`src/rtl/pwm_bank_pkg.sv`:
```
// Shared widths and types for the PWM bank.
// Assumes a 32-bit register bus and word-aligned byte addressing.
package pwm_bank_pkg;
    parameter int DATA_W  = 32;
    parameter int PSC_W   = 14;
    parameter int CNT_W   = 16;
    localparam int PSC_LSB = 2;

    // Register slot inside one 16-byte channel window.
    typedef enum logic [1:0] {
        SLOT_CTRL   = 2'd0,
        SLOT_DUTY   = 2'd1,
        SLOT_PERIOD = 2'd2,
        SLOT_SPARE  = 2'd3
    } slot_e;

    // Live settings of one channel.
    typedef struct packed {
        logic             en;
        logic [PSC_W-1:0] presc;
        logic [CNT_W-1:0] duty;
        logic [CNT_W-1:0] period;
    } chan_cfg_t;
endpackage

```
`src/rtl/pwm_bank_regs.sv`:
```
// Register file of the PWM bank: decodes the bus address, stores the per-channel
// settings and the global enable, and returns read data combinationally.
// Assumes ADDR_W = channel-select bits + 4 and that the global enable sits in the
// last word of the last window.
module pwm_bank_regs
    import pwm_bank_pkg::*;
#(
    parameter int NUM_CH = 4,
    parameter int ADDR_W = 6
) (
    input  logic                     clk,
    input  logic                     rst_n,
    input  logic [ADDR_W-1:0]        addr,
    input  logic                     wr_en,
    input  logic [DATA_W-1:0]        wdata,
    output logic [DATA_W-1:0]        rdata,
    output chan_cfg_t [NUM_CH-1:0]   cfg_o,
    output logic                     master_o
);
    localparam int CH_W = ADDR_W - 4;
    localparam logic [ADDR_W-1:0] MASTER_ADDR = ADDR_W'(NUM_CH * 16 - 4);

    chan_cfg_t [NUM_CH-1:0] cfg_q;
    logic                   master_q;
    logic [CH_W-1:0]        ch_sel;
    slot_e                  slot;
    logic                   aligned;
    logic                   is_master;
    logic                   chan_hit;

    // Split the address into channel, slot and alignment.
    always_comb begin
        ch_sel    = addr[ADDR_W-1:4];
        slot      = slot_e'(addr[3:2]);
        aligned   = (addr[1:0] == 2'b00);
        is_master = (addr == MASTER_ADDR);
        chan_hit  = aligned && !is_master && (slot != SLOT_SPARE)
                    && (int'(ch_sel) < NUM_CH);
    end

    // One write port per channel window.
    for (genvar g = 0; g < NUM_CH; g++) begin : g_chan_reg
        // Store control, high-time and period words for channel g.
        always_ff @(posedge clk) begin
            if (!rst_n) begin
                cfg_q[g] <= '0;
            end else if (wr_en && chan_hit && (ch_sel == CH_W'(g))) begin
                case (slot)
                    SLOT_CTRL: begin
                        cfg_q[g].en    <= wdata[0];
                        cfg_q[g].presc <= wdata[PSC_LSB +: PSC_W];
                    end
                    SLOT_DUTY:   cfg_q[g].duty   <= wdata[CNT_W-1:0];
                    SLOT_PERIOD: cfg_q[g].period <= wdata[CNT_W-1:0];
                    default: ;
                endcase
            end
        end
    end

    // Store the global enable bit.
    always_ff @(posedge clk) begin
        if (!rst_n) begin
            master_q <= 1'b0;
        end else if (wr_en && is_master) begin
            master_q <= wdata[0];
        end
    end

    // Build read data; unmapped addresses give zero.
    always_comb begin
        rdata = '0;
        if (is_master) begin
            rdata[0] = master_q;
        end else if (chan_hit) begin
            case (slot)
                SLOT_CTRL: begin
                    rdata[0]                  = cfg_q[ch_sel].en;
                    rdata[PSC_LSB +: PSC_W]   = cfg_q[ch_sel].presc;
                end
                SLOT_DUTY:   rdata[CNT_W-1:0] = cfg_q[ch_sel].duty;
                SLOT_PERIOD: rdata[CNT_W-1:0] = cfg_q[ch_sel].period;
                default: ;
            endcase
        end
    end

    assign cfg_o    = cfg_q;
    assign master_o = master_q;


    unmapped_wr_chk: assert property (@(posedge clk) disable iff (!rst_n)
        (wr_en && !chan_hit && !is_master) |=> ($stable(cfg_q) && $stable(master_q)));


    unmapped_rd_chk: assert property (@(posedge clk) disable iff (!rst_n)
        (!chan_hit && !is_master) |-> (rdata == '0));


    ctrl_pad_chk: assert property (@(posedge clk) disable iff (!rst_n)
        (chan_hit && slot == SLOT_CTRL) |->
        (rdata[1] == 1'b0 && rdata[DATA_W-1:PSC_LSB+PSC_W] == '0));


    master_hold_chk: assert property (@(posedge clk) disable iff (!rst_n)
        !(wr_en && is_master) |=> $stable(master_q));
endmodule

```
`src/rtl/pwm_bank_chan.sv`:
```
// One PWM channel: prescaler, period counter, shadow settings and output compare.
// Assumes run_i is registered upstream; the channel starts at period start one
// cycle after run_i rises and clears its counters one cycle after it falls.
module pwm_bank_chan
    import pwm_bank_pkg::*;
(
    input  logic      clk,
    input  logic      rst_n,
    input  logic      run_i,
    input  chan_cfg_t cfg_i,
    output logic      pwm_o
);
    logic             active_q;
    logic [PSC_W-1:0] psc_q;
    logic [CNT_W-1:0] per_q;
    logic [PSC_W-1:0] sh_presc;
    logic [CNT_W-1:0] sh_duty;
    logic [CNT_W-1:0] sh_period;
    logic [CNT_W:0]   per_nx;
    logic             tick;
    logic             last_per;
    logic             boundary;
    logic             reload;

    // Decide tick, end of period and shadow reload for this cycle.
    always_comb begin
        tick     = (psc_q == sh_presc);
        per_nx   = {1'b0, per_q} + (CNT_W+1)'(1);
        last_per = (per_nx >= {1'b0, sh_period});
        boundary = active_q && tick && last_per;
        reload   = !run_i || !active_q || boundary;
    end

    // Advance prescaler and period counters, or clear them while stopped.
    always_ff @(posedge clk) begin
        if (!rst_n) begin
            active_q <= 1'b0;
            psc_q    <= '0;
            per_q    <= '0;
        end else if (!run_i || !active_q) begin
            active_q <= run_i;
            psc_q    <= '0;
            per_q    <= '0;
        end else if (tick) begin
            psc_q <= '0;
            per_q <= last_per ? '0 : per_q + CNT_W'(1);
        end else begin
            psc_q <= psc_q + PSC_W'(1);
        end
    end

    // Copy live settings into the shadow while stopped or at a period boundary.
    always_ff @(posedge clk) begin
        if (!rst_n) begin
            sh_presc  <= '0;
            sh_duty   <= '0;
            sh_period <= '0;
        end else if (reload) begin
            sh_presc  <= cfg_i.presc;
            sh_duty   <= cfg_i.duty;
            sh_period <= cfg_i.period;
        end
    end

    assign pwm_o = active_q && (per_q < sh_duty);


    off_low_chk: assert property (@(posedge clk) disable iff (!rst_n)
        !run_i |=> !pwm_o);


    restart_chk: assert property (@(posedge clk) disable iff (!rst_n)
        $rose(active_q) |-> (psc_q == '0 && per_q == '0));


    shadow_hold_chk: assert property (@(posedge clk) disable iff (!rst_n)
        (active_q && run_i && !boundary) |=>
        ($stable(sh_duty) && $stable(sh_period) && $stable(sh_presc)));


    psc_bound_chk: assert property (@(posedge clk) disable iff (!rst_n)
        active_q |-> (psc_q <= sh_presc));


    per_bound_chk: assert property (@(posedge clk) disable iff (!rst_n)
        (active_q && sh_period != '0) |-> (per_q < sh_period));


    full_high_chk: assert property (@(posedge clk) disable iff (!rst_n)
        (active_q && sh_duty != '0 && sh_duty >= sh_period) |-> pwm_o);
endmodule

```
`src/rtl/pwm_bank.sv`:
```
// Top of the four-channel PWM bank: register file plus one channel engine per
// output. A channel runs only while both the global and its own enable are set.
// Assumes a single clock domain and a bus that completes every write in one cycle.
module pwm_bank
    import pwm_bank_pkg::*;
#(
    parameter int NUM_CH = 4,
    parameter int ADDR_W = 6
) (
    input  logic              clk,
    input  logic              rst_n,
    input  logic [ADDR_W-1:0] bus_addr,
    input  logic              bus_wr,
    input  logic [DATA_W-1:0] bus_wdata,
    output logic [DATA_W-1:0] bus_rdata,
    output logic [NUM_CH-1:0] pwm_out
);
    chan_cfg_t [NUM_CH-1:0] cfg;
    logic                   master;

    pwm_bank_regs #(
        .NUM_CH (NUM_CH),
        .ADDR_W (ADDR_W)
    ) u_regs (
        .clk      (clk),
        .rst_n    (rst_n),
        .addr     (bus_addr),
        .wr_en    (bus_wr),
        .wdata    (bus_wdata),
        .rdata    (bus_rdata),
        .cfg_o    (cfg),
        .master_o (master)
    );

    for (genvar g = 0; g < NUM_CH; g++) begin : g_chan
        logic run;
        // Gate the channel with the global enable.
        always_comb run = master && cfg[g].en;

        pwm_bank_chan u_chan (
            .clk   (clk),
            .rst_n (rst_n),
            .run_i (run),
            .cfg_i (cfg[g]),
            .pwm_o (pwm_out[g])
        );
    end


    master_gate_chk: assert property (@(posedge clk) disable iff (!rst_n)
        !master |=> (pwm_out == '0));
endmodule

```
`config.mk`:
```
export PLATFORM = sky130hd
export DESIGN_NAME = pwm_bank
export DESIGN_NICKNAME = d
export VERILOG_FILES = /design/src/rtl/pwm_bank_pkg.sv /design/src/rtl/pwm_bank_regs.sv /design/src/rtl/pwm_bank_chan.sv /design/src/rtl/pwm_bank.sv
export SDC_FILE = /design/constraint.sdc
export NUM_CORES = 1
export LEC_CHECK = 0
export CAP_MARGIN = 20
export CORE_MARGIN = 2
export CORE_UTILIZATION = 46
export DETAILED_ROUTE_END_ITERATION = 8
export DONT_BUFFER_PORTS = 1
export GPL_TIMING_DRIVEN = 1
export HOLD_SLACK_MARGIN = 0.02
export PLACE_DENSITY = 0.61
export SLEW_MARGIN = 0
export SYNTH_ARGS = -nofsm -noshare
export SYNTH_HDL_FRONTEND = slang
export SYNTH_HIERARCHICAL = 1
export SYNTH_SLANG_ARGS = --single-unit
export TNS_END_PERCENT = 1
```
`constraint.sdc`:
```
create_clock -name clk -period 6.9 [get_ports clk]
set_clock_uncertainty 0.1 [all_clocks]
set_input_delay 1.38 -clock clk [delete_from_list [all_inputs] [get_ports clk]]
set_output_delay 1.38 -clock clk [all_outputs]
set_load 0.02 [all_outputs]
```
# --- After elaboration in Yosys (flattened, before gate mapping) ---
# Cells that the tools add are included.
classes:
  n_bitwise: 1
  n_lt_le_gt_ge: 9
  n_mux: 12
  eq_ne: 11
  add_sub_neg: 12
  n_reduce_logical: 64
ops:
  columns: ["operator", "count"]
  rows:
  - ["binary-select mux 47 bit (select 2 bit)", 1]
  - ["two-way mux 16 bit", 5]
  - ["adder 16 x 1 -> 17 bit, second input constant", 4]
  - ["greater-or-equal comparator 17 x 16 -> 1 bit", 4]
  - ["adder 16 x 1 -> 16 bit, second input constant", 4]
  - ["< comparator 16 bit", 4]
  - ["adder 14 x 1 -> 14 bit, second input constant", 4]
  - ["== test 14 bit", 4]
  - ["two-way mux 47 bit", 1]
  - ["one-hot mux 14 bit (3 select lines)", 1]
  - ["logical AND 1 bit", 24]
  - ["AND reduction 2 bit", 12]
  - ["two-way mux 15 bit", 1]
  - ["OR reduction 3 bit", 4]
  - ["logical NOT 1 bit", 9]
  - ["logical OR 1 bit", 8]
  - ["OR reduction 2 bit", 4]
  - ["== test 2 bit, second input constant", 3]
  - ["== test 6 bit, second input constant", 1]
  - ["logical NOT 2 bit", 3]
  - ["== test 2 x 1 -> 1 bit, second input constant", 2]
  - ["< comparator 2 x 3 -> 1 bit, second input constant", 1]
  - ["one-hot mux 1 bit (3 select lines)", 1]
  - ["inequality test 2 bit, second input constant", 1]
  - ["other kinds (3)", 3]
totals:
  wordCells: 150
  regBits: 497
  input_bits: 41

# --- Depth between registers and ports, before layout ---
depth:
  depth_word: 7
  mapped_depth: 14
  mapped_depth_nobuf: 12

# --- By module ---
# The synthesis kept the hierarchy.
modules_own_cells:
  columns: ["mod", "n_inst", "seq_area_each_um2", "cells_each", "area_per_inst_um2"]
  rows:
  - ["pwm_bank_chan at g_chan[0].u_chan ...", 3, 1541.5, 635, 5237.5]
  - ["pwm_bank_regs", 1, 3783.6, 817, 7900.1]
  - ["pwm_bank_chan at g_chan[2].u_chan", 1, 1541.5, 681, 5190.0]
  - ["pwm_bank", 1, 0.0, 4, 25.0]

# --- Worst setup path before layout ---
# No wires, ideal clock.
synth_path:
  path_type: "input to output"
  from: "input port bus_addr[2]"
  to: "output port bus_rdata[10]"
  arrival_ns: 2.739
  required_ns: 5.420
  stages: 5
  n_path_buf: 1
  slack_ns: 2.681
  path_cell_list: "ha_1 > nor3_2 > nand2b_1 > clkbuf_1 > a21oi_1"
synth_between:
  elab_chain_cells: 6
  word_cells_on_any_way: 11
  classes_between: "eq/ne: 4; mux: 3; reduce/logical: 4"
synth_rtl:
  columns: ["element", "line_no", "rtl"]
  rows:
  - ["start: declaration", "pwm_bank.sv:12", "input logic [ADDR_W-1:0] bus_addr,"]
  - ["== test 6 bit", "pwm_bank_regs.sv:36", "is_master = (addr == MASTER_ADDR);"]
  - ["logical NOT 1 bit", "pwm_bank_regs.sv:37", "chan_hit = aligned && !is_master && (slot != SLOT_SPARE)"]
  - ["logical AND 1 bit (2 in series)", "pwm_bank_regs.sv:37", null]
  - ["two-way mux 16 bit", "pwm_bank_regs.sv:75", "end else if (chan_hit) begin"]
  - ["two-way mux 15 bit *", "pwm_bank_regs.sv:73", "if (is_master) begin"]
  - ["end: declaration", "pwm_bank.sv:15", "output logic [DATA_W-1:0] bus_rdata,"]
# Mark *: on every way between the ends. The rest lies on a longest branch, timed or not.

# --- Worst setup path in the final report ---
layout_path:
  from: "input port bus_addr[2]"
  to: "output port bus_rdata[0]"
layout_between:
  elab_chain_cells: 6
  word_cells_on_any_way: 11
  classes_between: "eq/ne: 4; mux: 3; reduce/logical: 4"
layout_rtl:
  columns: ["element", "line_no"]
  rows:
  - ["== test 6 bit", "pwm_bank_regs.sv:36"]
  - ["logical NOT 1 bit", "pwm_bank_regs.sv:37"]
  - ["logical AND 1 bit (2 in series)", "pwm_bank_regs.sv:37"]
  - ["two-way mux 16 bit", "pwm_bank_regs.sv:75"]
  - ["two-way mux 1 bit *", "pwm_bank_regs.sv:73"]
# Marked as above.

==> qor.csv <==
metric;value;unit
ir_worst_vdd;0.000219;V
synth-edff-count;0;
fin_nets;3373;
start_util;0.466;
firstDrtPassIters;6;
grt_setup_unrepaired;false;
setup_viol;0;
ys_seq_elements;497;
synth.largest_area_cell;dfxtp_1;
die-area;0.0647;sq mm
avgSynthCellArea;8.46;sq um
post-route-util;0.499;
cts.htree.levels;2;
wl;85500;microns
relSlewSlack;-1.01;
clk_latency;0.62;ns
tritoncts;built;
critPathMaxFanout;15;
die_w;254;microns
critPathBufInv;0;
crit_type;in -> out;
hp-class;reg -> reg;
grt_max_degree;720;
routedWlPerCell;21.0;microns
area_growth;6.92;%
netlist_area;0.0288;sq mm
n_antenna_cell;0;
yosys.area.top_type_share;0.345;
drc;0;
grt_pass1_vias;22885;
yosysSeqAreaShare;0.345;
slowest_stage;o21ai_0;
cp_cell_sequence;ha_1 > nor3_2 > nand2b_1 > o21ai_0;
track_usage;0.259;
fin_hold_ws;0.386;ns
postSynthCellCount;3407;
p_leak;0.0105;uW
violations;max-slew violations;
globalRouteOverflowTotal;0;
yosys_warnings;6;
worst_pin_slew;3.01;ns
ant_nets;0;
fin_tns_setup;0;ns
synthArstFlopShare;0;
avgViaCountPerCell;6.15;
clk_pin_slew_worst_paths;0.06;ns
drv_slew;437;
post-dp-hpwl;58500;microns
port_buffers;0;
crit_required;5.42;ns
cts_num_sinks;497;
cp-end-kind;primary output;
rows;91;
via_count;25099;
core_region_area;0.0618;sq mm
cts_resized;0;
io_pins;77;
fmax;190;MHz
post_cts_buffers;0;
antenna_found_initial;0;
grt_pass1_wl;131000;microns
critPathLaunchType;input pin;
synthFlopType;dfxtp_1;
drive_above_1_share;0.116;
drt_iter0_markers;2651;
synth_area_leaders;dfxtp_1 (35%), nand3_1 (10%), ha_1 (5.9%), mux2_2 (5.4%), o21ai_0 (4.5%);
min_period_over_period;0.763;
path_delay_family;simple AND/OR/NAND/NOR gates;
cellPowerDensity;208;mW/mm^2
clockBufferDepth;3;
timing_hold_violations_final;0;
clock-root-buffer;clkbuf_16;
fin_crit;5.27;ns
gp_congestion;0.914;
crit_arrival;3.79;ns
cts_buffers;56;
drv_cap;0;
ctsHoldBuffers;0;
outcome;finished, violations left;
die_h;254;microns
critPathMaxStageDelay;1.05;ns
synth_cell_types;64;
[sequential cells by signal (all words and copies together) (netlist names)]
signal,count
g_chan.u_chan/active_q,4
g_chan.u_chan/sh_period,64
g_chan.u_chan/sh_presc,56
u_regs/cfg_o,188
g_chan.u_chan/psc_q,56
u_regs/master_o,1
g_chan.u_chan/sh_duty,64
g_chan.u_chan/per_q,64
[power by group]
part | switching [uW] | internal [uW]
Combinational | 134 | 51.9
Clock | 1300 | 2040
Sequential | 9.26 | 2880
Total | 1450 | 4970
[path summary, 6_finish.rpt]
check                                                                  to                                    from  slack [ns]  depth (start not counted)
worst max register to register  g_chan[2].u_chan/sh_presc[5]$_SDFFE_PN0P_  g_chan[2].u_chan/per_q[0]$_SDFFE_PP0N_        2.27                         12
worst min register to register             u_regs/cfg_o[112]$_SDFFE_PN0P_          u_regs/cfg_o[112]$_SDFFE_PN0P_        0.39                          2
worst min-delay path                       u_regs/cfg_o[112]$_SDFFE_PN0P_          u_regs/cfg_o[112]$_SDFFE_PN0P_        0.39                          2
worst max-delay path                                         bus_rdata[0]                             bus_addr[2]        1.63                          4
[cells in the mapped netlist (all sizes together), types with 22 or more instances]
cell type and number:
a21oi 103, a311o 46, a31o 39, and2 60, and3 36, buf 111, clkbuf 203, dfxtp 497
ha 137, inv 129, mux2 138, mux4 47, nand2 304, nand3 606, nand4 37, nor2 134
nor4 22, o21ai 265, o221ai 141, or4 32, xnor2 50, xor2 102
[stage by stage]
stage / setup WS, ns / cells / power (uW) / area [sq um]
after CTS: 1.75 / 4077 / 6470 / 30800
after global placement: 1.81 / 3969 / 3130 / 28700
after floorplan: 2.68 / 3422 / 3160 / 28900
after global routing: 1.70 / 4079 / 6590 / 30800
final: 1.63 / 4079 / 6410 / 30800
after detailed placement: 1.75 / 3972 / 3130 / 28700
[tightest hold or removal path, stage by stage (launching register included)]
cell	delay [ns]
dfxtp_1	0.32
nand3_1	0.06
o21ai_1	0.05
[layout by cell type (no fill, tap or decap), drive strengths merged, types with 15 or more instances in the layout]
cell,count
mux2,138
mux4,47
nand2,304
or4,32
xnor2,50
nand4,37
and3,36
a31o,39
xor2,102
o21ai,265
a311o,46
buf,29
a21o,21
clkinv,23
and2,60
o221ai,141
ha,137
nor2,134
a22oi,15
a21oi,103
conb,16
nor4,22
nand3,606
or3,16
dfxtp,497
clkbuf,68
inv,129
[layer usage]
layer / wire length (microns) / track usage / share of wire
met4: 4100 / 0.119 / 0.048
met2: 38500 / 0.407 / 0.45
met3: 5590 / 0.0403 / 0.065
met5: 0 / 0 / 0
met1: 37300 / 0.348 / 0.44
[kinds of logic (layout without fill, tap and decap cells)]
group / after synthesis / after routing / share of synthesized area
compound gates: 677 / 677 / 0.160
xor+xnor: 152 / 152 / 0.0462
fa+ha+maj: 137 / 137 / 0.0595
buf+inv: 443 / 263 / 0.0682
flops: 497 / 497 / 0.345
mux: 186 / 186 / 0.0925
other cells: 1 / 16 / 0.000130
simple gates: 1314 / 1314 / 0.229
[layout make-up]
cell class	count	area [sq um]
repair buffers	29	244
well taps	837	1050
fillers	5722	31000
clock buffers	68	1580
inverters	129	484
clock inverters	37	490
multi-input cells	2482	17000
flip-flops and latches	497	9950
Power figures use the tool's default switching activity.
